File: src/rtl/irq_arb_pkg.sv
package irq_arb_pkg;
  localparam int LVL_W = 5;
  localparam int NUM_W = 8;
  localparam logic [LVL_W-1:0] LVL_OFF = 5'd31;

  typedef struct packed {
    logic             vld;
    logic [LVL_W-1:0] lvl;
    logic [NUM_W-1:0] num;
  } cand_t;

  // A source competes when it requests, is not disabled and beats the mask.
  function automatic logic is_eligible(logic r, logic [LVL_W-1:0] lvl,
                                       logic [LVL_W-1:0] ilm);
    return r && (lvl != LVL_OFF) && (lvl < ilm);
  endfunction

  // Lower level wins; on equal level the left (lower number) side is kept.
  function automatic cand_t pick(cand_t a, cand_t b);
    if (!b.vld) return a;
    if (!a.vld) return b;
    if (b.lvl < a.lvl) return b;
    return a;
  endfunction

  function automatic logic [NUM_W-1:0] vec_of(logic [NUM_W-1:0] base,
                                               logic [NUM_W-1:0] num);
    return base + num;
  endfunction
endpackage

File: src/rtl/irq_lvl_file.sv
module irq_lvl_file #(
  parameter int N_SRC = 8,
  parameter int IDX_W = 3
) (
  input  logic                                  clk,
  input  logic                                  rst_n,
  input  logic                                  we,
  input  logic [IDX_W-1:0]                      widx,
  input  logic [irq_arb_pkg::LVL_W-1:0]         wdata,
  output logic [N_SRC*irq_arb_pkg::LVL_W-1:0]   lvl_flat
);
  import irq_arb_pkg::*;

  for (genvar i = 0; i < N_SRC; i++) begin : g_ent
    logic [LVL_W-1:0] lvl_q;
    always_ff @(posedge clk or negedge rst_n) begin
      if (!rst_n)
        lvl_q <= LVL_OFF;
      else if (we && (widx == IDX_W'(i)))
        lvl_q <= wdata;
    end
    assign lvl_flat[i*LVL_W +: LVL_W] = lvl_q;
  end
endmodule

File: src/rtl/irq_prio_tree.sv
module irq_prio_tree #(
  parameter int N_SRC = 8
) (
  input  logic [N_SRC-1:0]                      req,
  input  logic [N_SRC*irq_arb_pkg::LVL_W-1:0]   lvl_flat,
  input  logic [irq_arb_pkg::LVL_W-1:0]         ilm,
  output irq_arb_pkg::cand_t                    best
);
  import irq_arb_pkg::*;

  localparam int DEPTH = (N_SRC > 1) ? $clog2(N_SRC) : 0;
  localparam int NP    = 1 << DEPTH;
  localparam int NODES = 2 * NP - 1;

  cand_t node [NODES];

  // Leaves sit at NP-1+i; padding leaves never win.
  for (genvar i = 0; i < NP; i++) begin : g_leaf
    if (i < N_SRC) begin : g_real
      assign node[NP-1+i].vld = is_eligible(req[i], lvl_flat[i*LVL_W +: LVL_W], ilm);
      assign node[NP-1+i].lvl = lvl_flat[i*LVL_W +: LVL_W];
      assign node[NP-1+i].num = NUM_W'(i);
    end else begin : g_pad
      assign node[NP-1+i] = '0;
    end
  end

  for (genvar k = 0; k < NP - 1; k++) begin : g_node
    assign node[k] = pick(node[2*k+1], node[2*k+2]);
  end

  assign best = node[0];
endmodule

File: src/rtl/irq_seq_timer.sv
module irq_seq_timer #(
  parameter int ENT_A = 19,
  parameter int ENT_U = 20,
  parameter int RET_C = 9
) (
  input  logic clk,
  input  logic rst_n,
  input  logic go_entry,
  input  logic aligned,
  input  logic go_ret,
  output logic busy
);
  localparam int MAXC = (ENT_U > ENT_A) ? ((ENT_U > RET_C) ? ENT_U : RET_C)
                                        : ((ENT_A > RET_C) ? ENT_A : RET_C);
  localparam int CW = $clog2(MAXC + 1);

  logic [CW-1:0] cnt_q;

  always_ff @(posedge clk or negedge rst_n) begin
    if (!rst_n)
      cnt_q <= '0;
    else if (go_entry)
      cnt_q <= aligned ? CW'(ENT_A) : CW'(ENT_U);
    else if (go_ret)
      cnt_q <= CW'(RET_C);
    else if (cnt_q != '0)
      cnt_q <= cnt_q - 1'b1;
  end

  assign busy = (cnt_q != '0);
endmodule

File: src/rtl/irq_level_arbiter.sv
module irq_level_arbiter #(
  parameter int         N_SRC    = 8,
  parameter int         IDX_W    = (N_SRC > 1) ? $clog2(N_SRC) : 1,
  parameter logic [7:0] VEC_BASE = 8'd64,
  parameter int         ENT_A    = 19,
  parameter int         ENT_U    = 20,
  parameter int         RET_C    = 9
) (
  input  logic             clk,
  input  logic             rst_n,
  input  logic [N_SRC-1:0] irq_req,
  input  logic             lvl_we,
  input  logic [IDX_W-1:0] lvl_widx,
  input  logic [4:0]       lvl_wdata,
  input  logic [4:0]       ilm_in,
  input  logic             ssel_in,
  input  logic             ie_flag,
  input  logic             at_boundary,
  input  logic             sp_aligned4,
  input  logic             reti_go,
  output logic             take,
  output logic [IDX_W-1:0] take_num,
  output logic [7:0]       take_vec,
  output logic [4:0]       ilm_out,
  output logic             ssel_out,
  output logic             busy
);
  import irq_arb_pkg::*;

  logic [N_SRC*LVL_W-1:0] lvl_flat;
  cand_t                  best;
  logic                   accept_now;
  logic                   ret_fire;

  irq_lvl_file #(.N_SRC(N_SRC), .IDX_W(IDX_W)) u_lvl (
    .clk(clk), .rst_n(rst_n), .we(lvl_we), .widx(lvl_widx),
    .wdata(lvl_wdata), .lvl_flat(lvl_flat)
  );

  irq_prio_tree #(.N_SRC(N_SRC)) u_tree (
    .req(irq_req), .lvl_flat(lvl_flat), .ilm(ilm_in), .best(best)
  );

  // A return in flight outranks a new entry in the same cycle.
  assign ret_fire   = reti_go && !busy;
  assign accept_now = ie_flag && at_boundary && !busy && !reti_go && best.vld;

  irq_seq_timer #(.ENT_A(ENT_A), .ENT_U(ENT_U), .RET_C(RET_C)) u_tmr (
    .clk(clk), .rst_n(rst_n), .go_entry(accept_now), .aligned(sp_aligned4),
    .go_ret(ret_fire), .busy(busy)
  );

  always_ff @(posedge clk or negedge rst_n) begin
    if (!rst_n) begin
      take     <= 1'b0;
      take_num <= '0;
      take_vec <= VEC_BASE;
      ilm_out  <= LVL_OFF;
      ssel_out <= 1'b0;
    end else begin
      take <= accept_now;
      if (accept_now) begin
        take_num <= best.num[IDX_W-1:0];
        take_vec <= vec_of(VEC_BASE, best.num);
        ilm_out  <= best.lvl;
        ssel_out <= 1'b0;
      end else begin
        ilm_out  <= ilm_in;
        ssel_out <= ssel_in;
      end
    end
  end
endmodule

File: config.mk
export PLATFORM = sky130hd
export DESIGN_NAME = irq_level_arbiter
export DESIGN_NICKNAME = d
export VERILOG_FILES = /design/src/rtl/irq_arb_pkg.sv /design/src/rtl/irq_lvl_file.sv /design/src/rtl/irq_prio_tree.sv /design/src/rtl/irq_seq_timer.sv /design/src/rtl/irq_level_arbiter.sv
export SDC_FILE = /design/constraint.sdc
export NUM_CORES = 1
export LEC_CHECK = 0
export ABC_AREA = 0
export BUFFER_PORTS_ARGS = -buffer_cell sky130_fd_sc_hd__buf_2
export CELL_PAD_IN_SITES_DETAIL_PLACEMENT = 0
export CELL_PAD_IN_SITES_GLOBAL_PLACEMENT = 1
export CORE_AREA = 2 2 114 116
export CTS_CLUSTER_DIAMETER = 120
export DETAILED_ROUTE_END_ITERATION = 7
export DIE_AREA = 0 0 116 118
export HOLD_SLACK_MARGIN = 0.12
export PLACE_DENSITY_LB_ADDON = 0.1
export SLEW_MARGIN = 20
export SYNTH_ARGS = -nofsm -noshare
export SYNTH_HDL_FRONTEND = slang
export SYNTH_HIERARCHICAL = 1
export SYNTH_SLANG_ARGS = --single-unit
File: constraint.sdc
create_clock -name clk -period 5.3 [get_ports clk]
set_clock_uncertainty 0.1 [all_clocks]
set_input_delay 0.795 -clock clk [delete_from_list [all_inputs] [get_ports clk]]
set_output_delay 0.795 -clock clk [all_outputs]
set_load 0.02 [all_outputs]
Yosys cells after proc, flatten, opt, wreduce, memory -nomap -nowiden
Cells that the tools add are included.
Storage, ports and cells
  register bits after elaboration: 63
  bits of input ports: 29
  output and inout port bits: 19
  logic and storage cells: 163
Operators by class
  add/sub/neg operators: 2
  $lt $le $gt $ge: 15
  eq/ne operators: 15
  mux-type cells: 83
  reduce and logical (&&, ||, !) cells: 34
Operators by type and width (count)
  $mux 14: 42
  $lt 5x5->1: 15
  $ne 5x5->1 const B: 8
  $mux 1: 36
  $logic_and 1x1->1: 29
  $mux 5: 4
  $eq 3x3->1 const B: 4
  $add 7x8->8 const A: 1
  $eq 3x2->1 const B: 2
  $reduce_bool 5->1: 1
  $sub 5x1->5 const B: 1
  $eq 3x1->1 const B: 1
  $logic_not 3->1: 1
  $mux 3: 1
  $reduce_bool 3->1: 1
  $logic_not 1->1: 2

Depth between registers and ports, before layout
Gate-level depths: netlist of the first run.
  depth in word-level cells: 26
  mapped depth: 27
  depth with buffers taken out: 26

Modules after synthesis
Netlist of the first run, hierarchy kept.
Modules (own cells, without submodules)
  irq_prio_tree: times used 1, cells each 322, area an instance 2338.5 um^2, seq. area each 0.0 um^2
  irq_lvl_file: times used 1, cells each 89, area an instance 1611.5 um^2, seq. area each 1051.0 um^2
  irq_level_arbiter: times used 1, cells each 39, area an instance 639.4 um^2, seq. area each 382.9 um^2
  irq_seq_timer: times used 1, cells each 27, area an instance 281.5 um^2, seq. area each 125.1 um^2

Worst setup path before layout of the first run
No wires, ideal clock.
  path kind: input-to-reg
  from: in ilm_in[1]
  to: reg ilm_out[1]
  setup time: 0.082 ns
  arrival time: 5.384 ns
  slack: -0.267 ns
  stages: 23
  buffers on the path: 1
  cell sequence: inv_1 > ha_1 > a2111o_1 > a31oi_1 > a21boi_2 > clkbuf_1 > nor2_1 > a21oi_1 > ha_1 > a21o_1 > a21o_1 > a21oi_1 > o22a_1 > nand2_1 > o21a_1 > ha_1 > a21o_1 > a21o_1 > a21oi_1 > or2_2 > nand3_2 > a32o_1 > mux2_4
RTL lines
  start, declared: line irq_level_arbiter.sv:15  | input logic [4:0] ilm_in,
  end signal, assigned: line irq_level_arbiter.sv:65  | ilm_out <= best.lvl;
  end signal, assigned: line irq_level_arbiter.sv:68  | ilm_out <= ilm_in;
  end, declared: line irq_level_arbiter.sv:24  | output logic [4:0] ilm_out,

==> results of run 1 <==
-- cell type report --
class / instances / area (um^2)
Clock buffer: 14 / 285
Clock inverter: 2 / 38.8
Fill cell: 1166 / 5770
Inverter: 41 / 165
Multi-Input combinational cell: 367 / 3360
Sequential cell: 60 / 1560
Tap cell: 172 / 215
Timing Repair Buffer: 140 / 1020
-- repair_timing --
item / CTS / global route
buffers inserted: 6 / 17
gates resized for setup: 20 / 57
endpoints found under the hold margin: 0 / 0
pin swaps: 5 / 23
setup endpoints to repair: 8 / 8
-- worst max-delay path, stage by stage --
cell and delay (ns):
sky130_fd_sc_hd__buf_8 0.08, sky130_fd_sc_hd__clkinvlp_4 0.13, sky130_fd_sc_hd__buf_6 0.17, sky130_fd_sc_hd__ha_4 0.15
sky130_fd_sc_hd__a2111o_1 0.42, sky130_fd_sc_hd__a31oi_4 0.16, sky130_fd_sc_hd__a21boi_4 0.30, sky130_fd_sc_hd__nor2_2 0.07
sky130_fd_sc_hd__a21oi_2 0.19, sky130_fd_sc_hd__ha_4 0.24, sky130_fd_sc_hd__a21oi_2 0.12, sky130_fd_sc_hd__o21ai_1 0.08
sky130_fd_sc_hd__o21ai_1 0.11, sky130_fd_sc_hd__nand2_1 0.12, sky130_fd_sc_hd__a21oi_4 0.26, sky130_fd_sc_hd__mux2i_2 0.32
sky130_fd_sc_hd__inv_2 0.08, sky130_fd_sc_hd__ha_4 0.25, sky130_fd_sc_hd__a21o_1 0.18, sky130_fd_sc_hd__a21o_1 0.16
sky130_fd_sc_hd__a21oi_2 0.17, sky130_fd_sc_hd__or2_4 0.15, sky130_fd_sc_hd__nand3_4 0.08, sky130_fd_sc_hd__a32o_1 0.23
sky130_fd_sc_hd__mux2_4 0.26
-- worst max-delay path by stage --
stage | startpoint | end | slack [ns] | cells past startpoint
after floorplan | ilm_in[1] | ilm_out[1] | 0.02 | 23
after global placement | ilm_in[1] | ilm_out[1] | -0.42 | 24
after detailed placement | ilm_in[1] | ilm_out[2] | -0.51 | 24
after CTS | ilm_in[3] | ilm_out[4] | 0.05 | 25
after global routing | ilm_in[3] | ilm_out[4] | -0.06 | 25
final | ilm_in[3] | ilm_out[4] | 0.16 | 25
-- logic make-up after synthesis --
logic type	after synthesis	synth area share, %
AO/OA/AOI/OAI	120	17.5
AND/OR/NAND/NOR	115	14.1
buffers and inverters	54	5.11
multiplexers	63	15.0
other	1	0.0770
XOR/XNOR	3	0.540
adder cells (fa/ha/maj)	61	15.7
flip-flops	60	32.0
-- state kept, by name, indices dropped and copies added (netlist names) --
| signal | cells |
|---|---|
| ilm_out | 5 |
| ssel_out | 1 |
| take | 1 |
| take_num | 2 |
| take_vec | 6 |
| u_lvl/g_ent.lvl_q | 40 |
| u_tmr/cnt_q | 5 |
-- per-stage QoR --
stage               std cells  power (uW)  TNS [ns]  hold WS [ns]
floorplan                 481        1800         0         0.399
global placement          757        2350     -2.89         0.358
detailed placement        757        2380     -3.59         0.364
CTS                       779        3110         0         0.371
global route              796        3500    -0.159         0.401
finish                    796        3250         0         0.369
-- cells in the final DEF (no fill, tap or decap), types with 5 or more instances in the layout --
cell,synthesis,layout
sky130_fd_sc_hd__nand4_1,6,6
sky130_fd_sc_hd__inv_2,2,5
sky130_fd_sc_hd__a21oi_2,0,16
sky130_fd_sc_hd__mux2i_1,9,7
sky130_fd_sc_hd__ha_4,0,7
sky130_fd_sc_hd__nor2_2,1,5
sky130_fd_sc_hd__dfstp_2,46,46
sky130_fd_sc_hd__nand2b_1,11,11
sky130_fd_sc_hd__buf_2,0,44
sky130_fd_sc_hd__nand2_1,20,19
sky130_fd_sc_hd__mux2_4,8,9
sky130_fd_sc_hd__ha_1,61,51
sky130_fd_sc_hd__conb_1,1,5
sky130_fd_sc_hd__o21ai_0,19,14
sky130_fd_sc_hd__nand3_1,6,6
sky130_fd_sc_hd__a21oi_1,30,11
sky130_fd_sc_hd__o21a_1,7,7
sky130_fd_sc_hd__dfrtp_1,14,14
sky130_fd_sc_hd__clkbuf_16,0,10
sky130_fd_sc_hd__a31oi_1,6,5
sky130_fd_sc_hd__buf_6,2,10
sky130_fd_sc_hd__nor2_1,32,28
sky130_fd_sc_hd__a21o_1,11,11
sky130_fd_sc_hd__nor2b_1,7,7
sky130_fd_sc_hd__o21ai_1,9,12
sky130_fd_sc_hd__mux2_2,46,45
sky130_fd_sc_hd__inv_1,39,33
sky130_fd_sc_hd__buf_4,8,82
-- report_power, final --
group | switching (uW) | leakage [uW] | internal [uW] | total, uW
registers | 149 | 0.000662 | 638 | 787
logic | 884 | 0.00227 | 945 | 1830
clock network | 215 | 0.000158 | 419 | 634
total | 1250 | 0.00309 | 2000 | 3250
-- per-layer routing --
metal	vias to the layer above	wire [um]	track usage, %
met5	-	0	0
met4	0	235	5.95
met3	19	377	3.66
met2	65	6450	33.1
met1	1975	6270	27.7
li1	2022	-	-
==> impl_summary.txt, run 1 <==
----------------------------------------------------
[Clocking]
  Hold Buf Count CTS ... 0
  Number of buffers added by the clock tree synthesis step ... 9
  Insertion delay to the later sink of the worst-skew pair ... 0.34 ns
  Clock-pin slew on the worst setup and hold paths ... 0.05 ns
  Maximum clock path buffer count ... 2
  Clock tree from TritonCTS ... yes
  Clock sink count ... 60
  Root buffer cell ... sky130_fd_sc_hd__clkbuf_16
  Count of H-tree levels built during CTS ... 3

[Floorplan]
  Count of pins on the block boundary ... 48
  Floorplan die height ... 118 um
  Starting density of the core ... 39.2%
  Die area ... 0.0137 mm^2
  Core area ... 0.0124 mm^2
  Standard-cell rows ... 41
  Die Span X ... 116 um

[Final layout]
  Utilization of the core after routing ... 53.5%
  Count of inserted antenna diode cells ... 0
  Layout overhead on the synthesized area ... 36.4%
  Cell area after layout ... 0.00665 mm^2
  Net total in the final layout ... 709
  Fraction of layout instances using a drive strength above 1 ... 53.0%

[Min path]
  Worst hold path cell count ... 2
  Capture endpoint of the worst hold path ... take_vec[6]
  Hold path startpoint ... take_vec[6]
  Worst hold-check path type ... reg -> reg

[Worst setup path]
  Worst setup SP type ... input pin
  Endpoint of the worst-slack reg-to-reg timing path ... ilm_out[4]
  Endpoint kind of the worst setup timing path ... register
  Setup slack of the most critical reg-to-reg path ... 0.35 ns
  Data arrival time of the critical path ... 5.30 ns
  Class of the most critical setup path ... in -> reg
  Reg2reg path depth ... 22
  Critical path peak fanout ... 6
  Required time at the worst-slack endpoint ... 5.46 ns
  Worst r2r src ... u_lvl/g_ent[1].lvl_q[1]

[STA]
  Setup repair after global routing missed its margin ... yes
  Setup WS post-layout ... 0.160 ns
  Final clock period utilization by the worst path ... 97.0%
  Shortest period the worst path allows ... 5.14 ns
  Hold violation total from the final report ... 0
  Pin slew with the least headroom to its limit ... 0.757 ns
  Setup Viol. Count Final ... 0
  Maximum clock frequency ... 195 MHz
  Slew Limit Headroom ... 49.5%
  Number of max-slew violations in the final report ... 0

[Logic synthesis]
  Top cell type by total area after synthesis ... sky130_fd_sc_hd__dfstp_2
  Proportion of synthesized chip area in sequential cells ... 32.0%
  Synthesized area per cell ... 10.2 um^2
  Commonest register cell after synthesis ... sky130_fd_sc_hd__dfstp_2
  Cell count after synthesis ... 477
  Top cell types by occurrence after synthesis ... 61 x sky130_fd_sc_hd__ha_1, 46 x sky130_fd_sc_hd__dfstp_2, 46 x sky130_fd_sc_hd__mux2_2
  Library cell with the highest instance count after synthesis ... sky130_fd_sc_hd__ha_1
  Post-synth EDFFs ... 0
  Share of flip-flops with an asynchronous set or reset after synthesis ... 100%
  Yosys cell types ... 73
  Portion of synthesized cell area occupied by the leading cell type ... 24.8%
  Cell area after synthesis ... 0.00487 mm^2
  Flop and latch count out of synthesis ... 60
  Top cells by area, synth ... sky130_fd_sc_hd__dfstp_2 25%, sky130_fd_sc_hd__ha_1 16%, sky130_fd_sc_hd__mux2_2 11%
  Yosys warns ... 6

[GRT]
  Total track usage ... 20.4%
  Final global-route overflow total ... 0
  Wire length of the first global-routing pass ... 21600 um
  Number of antenna violations at the first check in global routing ... 0
  Vias in the first global route ... 4107
  Largest net degree at the start of global routing ... 61

[Routing]
  Detailed-route vias per instance ... 5.13
  Via count ... 4081
  Mean routed wirelength per cell ... 16.7 um
  Number of DRC markers in iteration 0 ... 181
  Number of nets still failing antenna checks after routing ... 0
  Final WL ... 13300 um
  Initial DRT Pass Iterations ... 4
  DRC violations left ... 0

[Flow run]
  Number of max-capacitance violations reported ... 0

[Power]
  Highest ir drop seen on vdd ... 0.224 mV
  Pwr Density ... 489 mW/mm^2
  Leakage Power ... 0.00309 uW

[Placed design]
  Port Buf Inserts ... 47
  Detailed-placement wirelength estimate ... 10000 um
  Setup WS pre-CTS ... -0.506 ns
  RePlAce Congestion ... 0.850
  DP Area ... 0.00581 mm^2

[Status]
  Result of the run ... finished, final reports clean

----------------------------------------------------
Note: power is estimated with default switching activity, not from simulation.
==> run 2, diff against run 1 <==
--- a/config.mk
+++ b/config.mk
@@ -5,14 +5,14 @@
 export SDC_FILE = /design/constraint.sdc
 export NUM_CORES = 1
 export LEC_CHECK = 0
-export ABC_AREA = 0
+export ABC_AREA = 1
 export BUFFER_PORTS_ARGS = -buffer_cell sky130_fd_sc_hd__buf_2
 export CELL_PAD_IN_SITES_DETAIL_PLACEMENT = 0
 export CELL_PAD_IN_SITES_GLOBAL_PLACEMENT = 1
-export CORE_AREA = 2 2 114 116
+export CORE_AREA = 2 2 116 118
 export CTS_CLUSTER_DIAMETER = 120
 export DETAILED_ROUTE_END_ITERATION = 7
-export DIE_AREA = 0 0 116 118
+export DIE_AREA = 0 0 118 120
 export HOLD_SLACK_MARGIN = 0.12
 export PLACE_DENSITY_LB_ADDON = 0.1
 export SLEW_MARGIN = 20
==> run 2 against run 1 <==
Synthesized cell count increased by 55%. Critical path depth is 9 higher. Sequential cell count unchanged. Die area grew 3.4%. Fmax increased by 7.4%. Highest routed layer unchanged. Cell area is 11% lower. Via count grew 15%. Cell count rose by 23%. Register-to-register slack improved by 0.24 ns. Combinational power decreased by 34%. Synthesized area rose by 4.7%. Sequential power decreased by 5.8%. Critical path type unchanged.
==> impl_summary.txt, run 2 <==
----------------------------------------------------
[Logic synthesis]
  Flop and latch count out of synthesis ... 60 (unchanged)
  Synthesized-area fraction occupied by xor and xnor cells ... 0% (-0.54 points)
  Synthesized area per cell ... 6.88 um^2 (-33%)
  Top cell types by occurrence after synthesis ... 300 x sky130_fd_sc_hd__nand2_1, 86 x sky130_fd_sc_hd__inv_1, 61 x sky130_fd_sc_hd__ha_1, 61 x sky130_fd_sc_hd__nand3_1, 46 x sky130_fd_sc_hd__dfstp_2
  Top cells by area, synth ... sky130_fd_sc_hd__dfstp_2 24%, sky130_fd_sc_hd__nand2_1 22%, sky130_fd_sc_hd__ha_1 15%
  Post-synth EDFFs ... 0 (unchanged)
  Yosys cell types ... 28 (-62%)
  Commonest register cell after synthesis ... sky130_fd_sc_hd__dfstp_2
  Share of flip-flops with an asynchronous set or reset after synthesis ... 100% (unchanged)
  Mux contribution to synthesized area ... 0% (-15 points)
  Yosys warns ... 6 (unchanged)
  Fraction of the mapped netlist area in simple logic gates ... 39.2% (+25 points)
  Proportion of synthesized chip area in sequential cells ... 30.6% (-1.4 points)
  Top cell type by total area after synthesis ... sky130_fd_sc_hd__dfstp_2
  Portion of synthesized cell area occupied by the leading cell type ... 23.7% (-1.1 points)
  Cell area after synthesis ... 0.00510 mm^2 (+4.7%)
  Largest family of logic cells by synthesized area ... simple AND/OR/NAND/NOR gates
  Cell count after synthesis ... 741 (+55%)
  Complex-gate fraction of the synthesized area ... 5.52% (-12 points)
  Library cell with the highest instance count after synthesis ... sky130_fd_sc_hd__nand2_1
  Post-synthesis share of cell area spent on full adders, half adders and majority gates ... 15.0% (-0.71 points)

[Final layout]
  Footprint of the flip-flops and latches ... 0.00156 mm^2 (unchanged)
  Number of cells in the finished layout apart from fillers ... 983 (+23%)
  Net total in the final layout ... 892 (+26%)
  # fillers ... 1375 (+18%)
  Count of inserted antenna diode cells ... 0 (unchanged)
  Most common cell after layout, fill and taps aside ... sky130_fd_sc_hd__nand2_1
  Max reg flops ... 40 (unchanged)
  Most frequent cells in the layout ... 300 x sky130_fd_sc_hd__nand2_1, 84 x sky130_fd_sc_hd__inv_1, 61 x sky130_fd_sc_hd__nand3_1, 61 x sky130_fd_sc_hd__ha_1, 47 x sky130_fd_sc_hd__buf_2
  Fraction of layout instances using a drive strength above 1 ... 22.4% (-31 points)
  Registers with the highest flip-flop counts ... u_lvl/g_ent.lvl_q: 40 flops, take_vec: 6 flops
  Multi-input combinational cell area ... 0.00306 mm^2 (-9.0%)
  Layout overhead on the synthesized area ... 15.7%
  Register with the highest flop count ... u_lvl/g_ent.lvl_q

[Worst setup path]
  Data arrival time of the critical path ... 4.92 ns (-0.38 ns)
  Worst setup SP type ... input pin
  Endpoint kind of the worst setup timing path ... register
  Crit-path max cell delay ... 0.32 ns (-0.10 ns)
  Critical path peak fanout ... 8 (+2)
  Most repeated library cell on the critical path ... sky130_fd_sc_hd__nand2_1
  Class of the most critical setup path ... in -> reg
  Required time at the worst-slack endpoint ... 5.43 ns (-0.03 ns)
  Reg2reg path depth ... 33 (+50%)
  Critical-path top delay cell ... sky130_fd_sc_hd__ha_1

[Status]
  Result of the run ... finished, final reports clean

[Clocking]
  Insertion delay to the later sink of the worst-skew pair ... 0.34 ns (about the same)
  Hold Buf Count CTS ... 0 (unchanged)
  Resize count post-CTS ... 0 (-100%)
  Clock-pin slew on the worst setup and hold paths ... 0.06 ns (about the same)
  Clock sink count ... 60 (unchanged)
  Clock tree from TritonCTS ... yes
  Count of H-tree levels built during CTS ... 3 (unchanged)
  Number of buffers added by the clock tree synthesis step ... 9 (unchanged)
  Number of buffers added for setup after CTS ... 0 (-6)
  Maximum clock path buffer count ... 2 (unchanged)
  Root buffer cell ... sky130_fd_sc_hd__clkbuf_16

[STA]
  Worst hold margin ... 0.357 ns (-0.0119 ns)
  Total negative slack for setup checks ... 0 ns (unchanged)
  Maximum clock frequency ... 209 MHz (+7.4%)
  Setup repair after global routing missed its margin ... no
  Shortest period the worst path allows ... 4.79 ns (-0.352 ns)
  Pin slew with the least headroom to its limit ... 0.882 ns (+0.125 ns)
  Setup WS post-layout ... 0.512 ns (+0.352 ns)
  Number of max-slew violations in the final report ... 0 (unchanged)
  Setup Viol. Count Final ... 0 (unchanged)
  Slew Limit Headroom ... 41.0% (-8.5 points)
  Final clock period utilization by the worst path ... 90.3% (-6.6 points)
  Hold violation total from the final report ... 0 (unchanged)

[Floorplan]
  Die Span X ... 118 um (+1.7%)
  Die area ... 0.0142 mm^2 (+3.4%)
  Core area ... 0.0130 mm^2 (+4.6%)
  Count of pins on the block boundary ... 48 (unchanged)
  Floorplan die height ... 120 um (+1.7%)
  Standard-cell rows ... 42 (+2.4%)
  Starting density of the core ... 39.3% (+0.064 points)

[Min path]
  Worst hold path cell count ... 2 (unchanged)
  Worst hold-check path type ... reg -> reg

[Routing]
  Via count ... 4689 (+15%)
  Number of DRC markers in iteration 0 ... 278 (+54%)
  Number of nets still failing antenna checks after routing ... 0 (unchanged)
  Initial DRT Pass Iterations ... 5 (+1)
  Mean routed wirelength per cell ... 14.4 um (-14%)
  DRC violations left ... 0 (unchanged)
  Final WL ... 14100 um (+5.9%)
  Detailed-route vias per instance ... 4.77 (-7.0%)

[Power]
  Highest ir drop seen on vdd ... 0.203 mV (-9.5%)
  Pwr Density ... 440 mW/mm^2 (-9.9%)
  Post-layout total power ... 2600 uW (-20%)
  Leakage Power ... 0.00326 uW (+5.6%)

[GRT]
  Number of antenna violations at the first check in global routing ... 0 (unchanged)
  Total track usage ... 21.4% (+1.0 points)
  Wire length of the first global-routing pass ... 23600 um (+9.6%)
  Largest net degree at the start of global routing ... 61 (unchanged)
  Vias in the first global route ... 4665 (+14%)
  Final global-route overflow total ... 0 (unchanged)

[Placed design]
  Port Buf Inserts ... 47 (unchanged)
  Detailed-placement wirelength estimate ... 11100 um (+11%)
  Setup WS pre-CTS ... 0.0771 ns (+0.583 ns)
  Post-placement cell count ... 967 (+28%)
  RePlAce Congestion ... 0.891 (+4.9%)

[Flow run]
  Number of max-capacitance violations reported ... 0 (unchanged)

----------------------------------------------------
[run 2: per-layer routing]
| metal | global-route usage, % | wire length (um) | up-vias |
|---|---|---|---|
| met1 | 28.3 | 6820 | 2150 |
| met5 | 0 | 0 | - |
| li1 | - | - | 2447 |
| met4 | 7.83 | 309 | 0 |
| met2 | 35.8 | 6580 | 73 |
| met3 | 2.95 | 410 | 19 |
[run 2: power by group]
part	switching (uW)	internal (uW)	total [uW]
Clock	223	424	647
Sequential	124	617	741
Combinational	756	455	1210
Total	1100	1500	2600
[run 2: logic make-up after synthesis]
| kind of cell | after synthesis |
|---|---|
| flip-flops | 60 |
| adder cells (fa/ha/maj) | 61 |
| buffers and inverters | 113 |
| AO/OA/AOI/OAI | 54 |
| AND/OR/NAND/NOR | 452 |
| other | 1 |
[run 2: path summary, 6_finish.rpt]
check                                         from  slack (ns)             end
max                                      ilm_in[4]        0.51     take_num[1]
min                                    take_vec[6]        0.36     take_vec[6]
min in group asynchronous                    rst_n        0.52     take_num[1]
max in group asynchronous                    rst_n        4.05  u_tmr/cnt_q[0]
min reg2reg                            take_vec[6]        0.36     take_vec[6]
max reg2reg                u_lvl/g_ent[2].lvl_q[4]        0.59     take_num[1]
[run 2: area by class of cell]
cell class | instances | share of cell area [%]
clock buffer | 10 | 4.05
clock inverter | 6 | 1.46
inverter | 94 | 6.09
multi-input combinational | 572 | 51.9
sequential | 60 | 26.4
tap | 176 | 3.73
timing repair buffer | 65 | 6.34
[run 2: through the flow]
step                utilization [%]  instance area [um^2]
CTS                            45.4                  5890
global placement               42.9                  5570
floorplan                         -                  5120
global route                   45.5                  5900
finish                         45.5                  5900
detailed placement             42.9                  5570
[run 2: worst max-delay path, delay by kind of cell]
kind / cells / cell delay, ns
fa+ha+maj: 3 / 0.86
simple gates: 20 / 2.05
buf+inv: 6 / 0.51
compound gates: 5 / 0.68
==> run 3, diff against run 2 <==
--- a/config.mk
+++ b/config.mk
@@ -6,7 +6,7 @@
 export NUM_CORES = 1
 export LEC_CHECK = 0
 export ABC_AREA = 1
-export BUFFER_PORTS_ARGS = -buffer_cell sky130_fd_sc_hd__buf_2
+export BUFFER_PORTS_ARGS = -buffer_cell sky130_fd_sc_hd__clkbuf_2
 export CELL_PAD_IN_SITES_DETAIL_PLACEMENT = 0
 export CELL_PAD_IN_SITES_GLOBAL_PLACEMENT = 1
 export CORE_AREA = 2 2 116 118
@@ -15,6 +15,7 @@
 export DIE_AREA = 0 0 118 120
 export HOLD_SLACK_MARGIN = 0.12
 export PLACE_DENSITY_LB_ADDON = 0.1
+export SETUP_SLACK_MARGIN = 0.05
 export SLEW_MARGIN = 20
 export SYNTH_ARGS = -nofsm -noshare
 export SYNTH_HDL_FRONTEND = slang
==> run 3 against run 2 <==
Count of clock-buffer cells in the layout unchanged. Cell count unchanged. Total power increased by 0.34%. Global-route usage decreased by 0.051 points. Via count increased by 0.79%. Combinational power about the same. Clock power decreased by 0.6%. Highest routed layer unchanged.
==> impl_summary.txt, run 3 (synthesis results as in run 2) <==
----------------------------------------------------
[Status]
  Result of the run ... finished, final reports clean

[GRT]
  Met2 usage ... 35.2% (-0.62 points)
  GR Util met1 ... 28.6% (+0.33 points)
  Final global-route overflow total ... 0 (unchanged)
  Global route hottest layer ... met2
  Vias in the first global route ... 4591 (-1.6%)
  Routing usage on met3 ... 3.18% (+0.24 points)
  Number of antenna violations at the first check in global routing ... 0 (unchanged)
  Total track usage ... 21.4% (-0.051 points)
  Wire length of the first global-routing pass ... 23400 um (-1.0%)
  Largest net degree at the start of global routing ... 61 (unchanged)

[Power]
  Leakage Power ... 0.00327 uW (about the same)
  Part of the power in the clock network ... 24.7% (-0.2 points)
  Pwr Density ... 442 mW/mm^2 (+0.36%)
  Proportion of power drawn by flip-flops and latches ... 28.4% (about the same)
  Switch Pwr ... 1110 uW (+0.50%)
  Proportion of power drawn by combinational gates ... 46.9% (+0.3 points)
  Switching power as a share of total power ... 42.5% (+0.067 points)
  Internal power ... 1500 uW (+0.22%)
  Highest ir drop seen on vdd ... 0.195 mV (-3.8%)
  Post-layout total power ... 2610 uW (+0.34%)

[STA]
  Pin slew with the least headroom to its limit ... 0.917 ns (+0.0347 ns)
  Hold violation total from the final report ... 0 (unchanged)
  Setup Viol. Count Final ... 0 (unchanged)
  Setup WS post-layout ... 0.553 ns (+0.0405 ns)
  Total negative slack for setup checks ... 0 ns (unchanged)
  Shortest period the worst path allows ... 4.75 ns (-0.0405 ns)
  Maximum clock frequency ... 211 MHz (+0.85%)
  Setup repair after global routing missed its margin ... no
  Number of max-slew violations in the final report ... 0 (unchanged)
  Slew Limit Headroom ... 38.7% (-2.3 points)
  Final clock period utilization by the worst path ... 89.6% (-0.76 points)

[Clocking]
  Insertion delay to the later sink of the worst-skew pair ... 0.34 ns (about the same)
  Clock sink count ... 60 (unchanged)
  Number of buffers added by the clock tree synthesis step ... 9 (unchanged)
  Clock tree from TritonCTS ... yes
  Count of H-tree levels built during CTS ... 3 (unchanged)
  Root buffer cell ... sky130_fd_sc_hd__clkbuf_16
  Hold Buf Count CTS ... 0 (unchanged)
  Clock-pin slew on the worst setup and hold paths ... 0.05 ns (about the same)
  Maximum clock path buffer count ... 2 (unchanged)

[Floorplan]
  Count of pins on the block boundary ... 48 (unchanged)
  Die Span X ... 118 um (unchanged)
  Standard-cell rows ... 42 (unchanged)
  Floorplan die height ... 120 um (unchanged)
  Starting density of the core ... 39.3% (unchanged)
  Core area ... 0.0130 mm^2 (unchanged)
  Die area ... 0.0142 mm^2 (unchanged)

[Worst setup path]
  Critical-path top delay cell ... sky130_fd_sc_hd__ha_1
  Required time at the worst-slack endpoint ... 5.48 ns (+0.05 ns)
  Class of the most critical setup path ... in -> reg
  Worst setup SP type ... input pin
  Data arrival time of the critical path ... 4.92 ns (about the same)
  Endpoint kind of the worst setup timing path ... register
  Crit-path max cell delay ... 0.32 ns (about the same)
  Critical path peak fanout ... 8 (unchanged)

[Final layout]
  Cell area after layout ... 0.00590 mm^2 (about the same)
  Count of inserted antenna diode cells ... 0 (unchanged)
  # fillers ... 1411 (+2.6%)
  Net total in the final layout ... 892 (unchanged)
  Register with the highest flop count ... u_lvl/g_ent.lvl_q
  Layout overhead on the synthesized area ... 15.6% (about the same)
  Number of cells in the finished layout apart from fillers ... 983 (unchanged)
  Most frequent cells in the layout ... 300 x sky130_fd_sc_hd__nand2_1, 84 x sky130_fd_sc_hd__inv_1, 61 x sky130_fd_sc_hd__nand3_1, 61 x sky130_fd_sc_hd__ha_1, 47 x sky130_fd_sc_hd__clkbuf_2
  Fraction of layout instances using a drive strength above 1 ... 22.6% (+0.12 points)
  Most common cell after layout, fill and taps aside ... sky130_fd_sc_hd__nand2_1
  Registers with the highest flip-flop counts ... u_lvl/g_ent.lvl_q: 40 flops, take_vec: 6 flops
  Max reg flops ... 40 (unchanged)

[Placed design]
  DP Area ... 0.00557 mm^2 (unchanged)
  Detailed-placement wirelength estimate ... 11100 um (-0.57%)
  Port Buf Inserts ... 47 (unchanged)
  Post-placement cell count ... 967 (unchanged)
  RePlAce Congestion ... 0.871 (-2.3%)
  Setup WS pre-CTS ... 0.107 ns (+0.0300 ns)

[Routing]
  Via count ... 4726 (+0.79%)
  Detailed-route vias per instance ... 4.81 (+0.79%)
  Mean routed wirelength per cell ... 14.3 um (-0.29%)
  Number of DRC markers in iteration 0 ... 251 (-9.7%)
  Final WL ... 14100 um (-0.29%)
  Initial DRT Pass Iterations ... 5 (unchanged)
  Number of nets still failing antenna checks after routing ... 0 (unchanged)
  DRC violations left ... 0 (unchanged)

[Min path]
  Worst hold-check path type ... reg -> reg

[Flow run]
  Number of max-capacitance violations reported ... 0 (unchanged)

----------------------------------------------------
==> run 3: changes by cell type in the layout (fill, tap and decap cells not counted), moves of 2 or more <==
cell and change:
sky130_fd_sc_hd__buf_2 -47, sky130_fd_sc_hd__clkbuf_2 +47, sky130_fd_sc_hd__o21ai_0 -2, sky130_fd_sc_hd__o21ai_1 +2
==> run 3: routing by layer <==
metal  routed length (um)  share of wire [%]
met2                 6510                 46
met5                    0                  0
met1                 6810                 48
met4                  243                1.7
met3                  516                3.7
==> run 3: metrics by stage <==
| stage | hold slack [ns] | util (%) |
|---|---|---|
| 2_1_floorplan | 0.357 | - |
| 5_1_grt | 0.398 | 45.5 |
| 4_1_cts | 0.365 | 45.4 |
| 6_report | 0.360 | 45.5 |
| 3_5_place_dp | 0.356 | 42.9 |
| 3_3_place_gp | 0.354 | 42.9 |
==> run 3: repair_timing <==
| item | 4_1_cts | 5_1_grt |
|---|---|---|
| resized for setup | 0 | 6 |
| endpoints found under the setup margin | 0 | 8 |
| buffers inserted | 0 | 0 |
==> run 3: path summary, 6_finish.rpt <==
path	start	end	slack, ns	depth (start not counted)
worst min register to register	take_vec[6]	take_vec[6]	0.36	2
worst min-delay path	take_vec[6]	take_vec[6]	0.36	2
min in group asynchronous	rst_n	u_tmr/cnt_q[2]	0.54	2
worst max register to register	u_lvl/g_ent[3].lvl_q[4]	ilm_out[4]	0.60	29
worst max-delay path	ilm_in[4]	ilm_out[4]	0.55	31
max in group asynchronous	rst_n	take_vec[2]	4.07	2
==> run 3: critical path: cells and delay by family <==
kind                       cells  cell delay (ns)
buffers and inverters          5             0.38
AOI/OAI and AO/OA              7             1.18
and+or+nand+nor               16             1.66
adders and majority gates      3             0.91
==> run 3: cell type report <==
cell class	count	area, um^2	area share (%)
Clock buffer	10	239	4.05
Clock inverter	6	86.3	1.46
Inverter	94	357	6.04
Multi-Input combinational cell	572	3070	52.0
Sequential cell	60	1560	26.4
Tap cell	176	220	3.73
Timing Repair Buffer	65	370	6.28
==> run 3: power groups by stage <==
stage	sequential [uW]	combinational (uW)	clock, uW
2_1_floorplan	743	868	0
3_3_place_gp	748	1190	0
3_5_place_dp	749	1210	0
4_1_cts	743	1210	659
5_1_grt	763	1420	681
6_report	742	1220	643
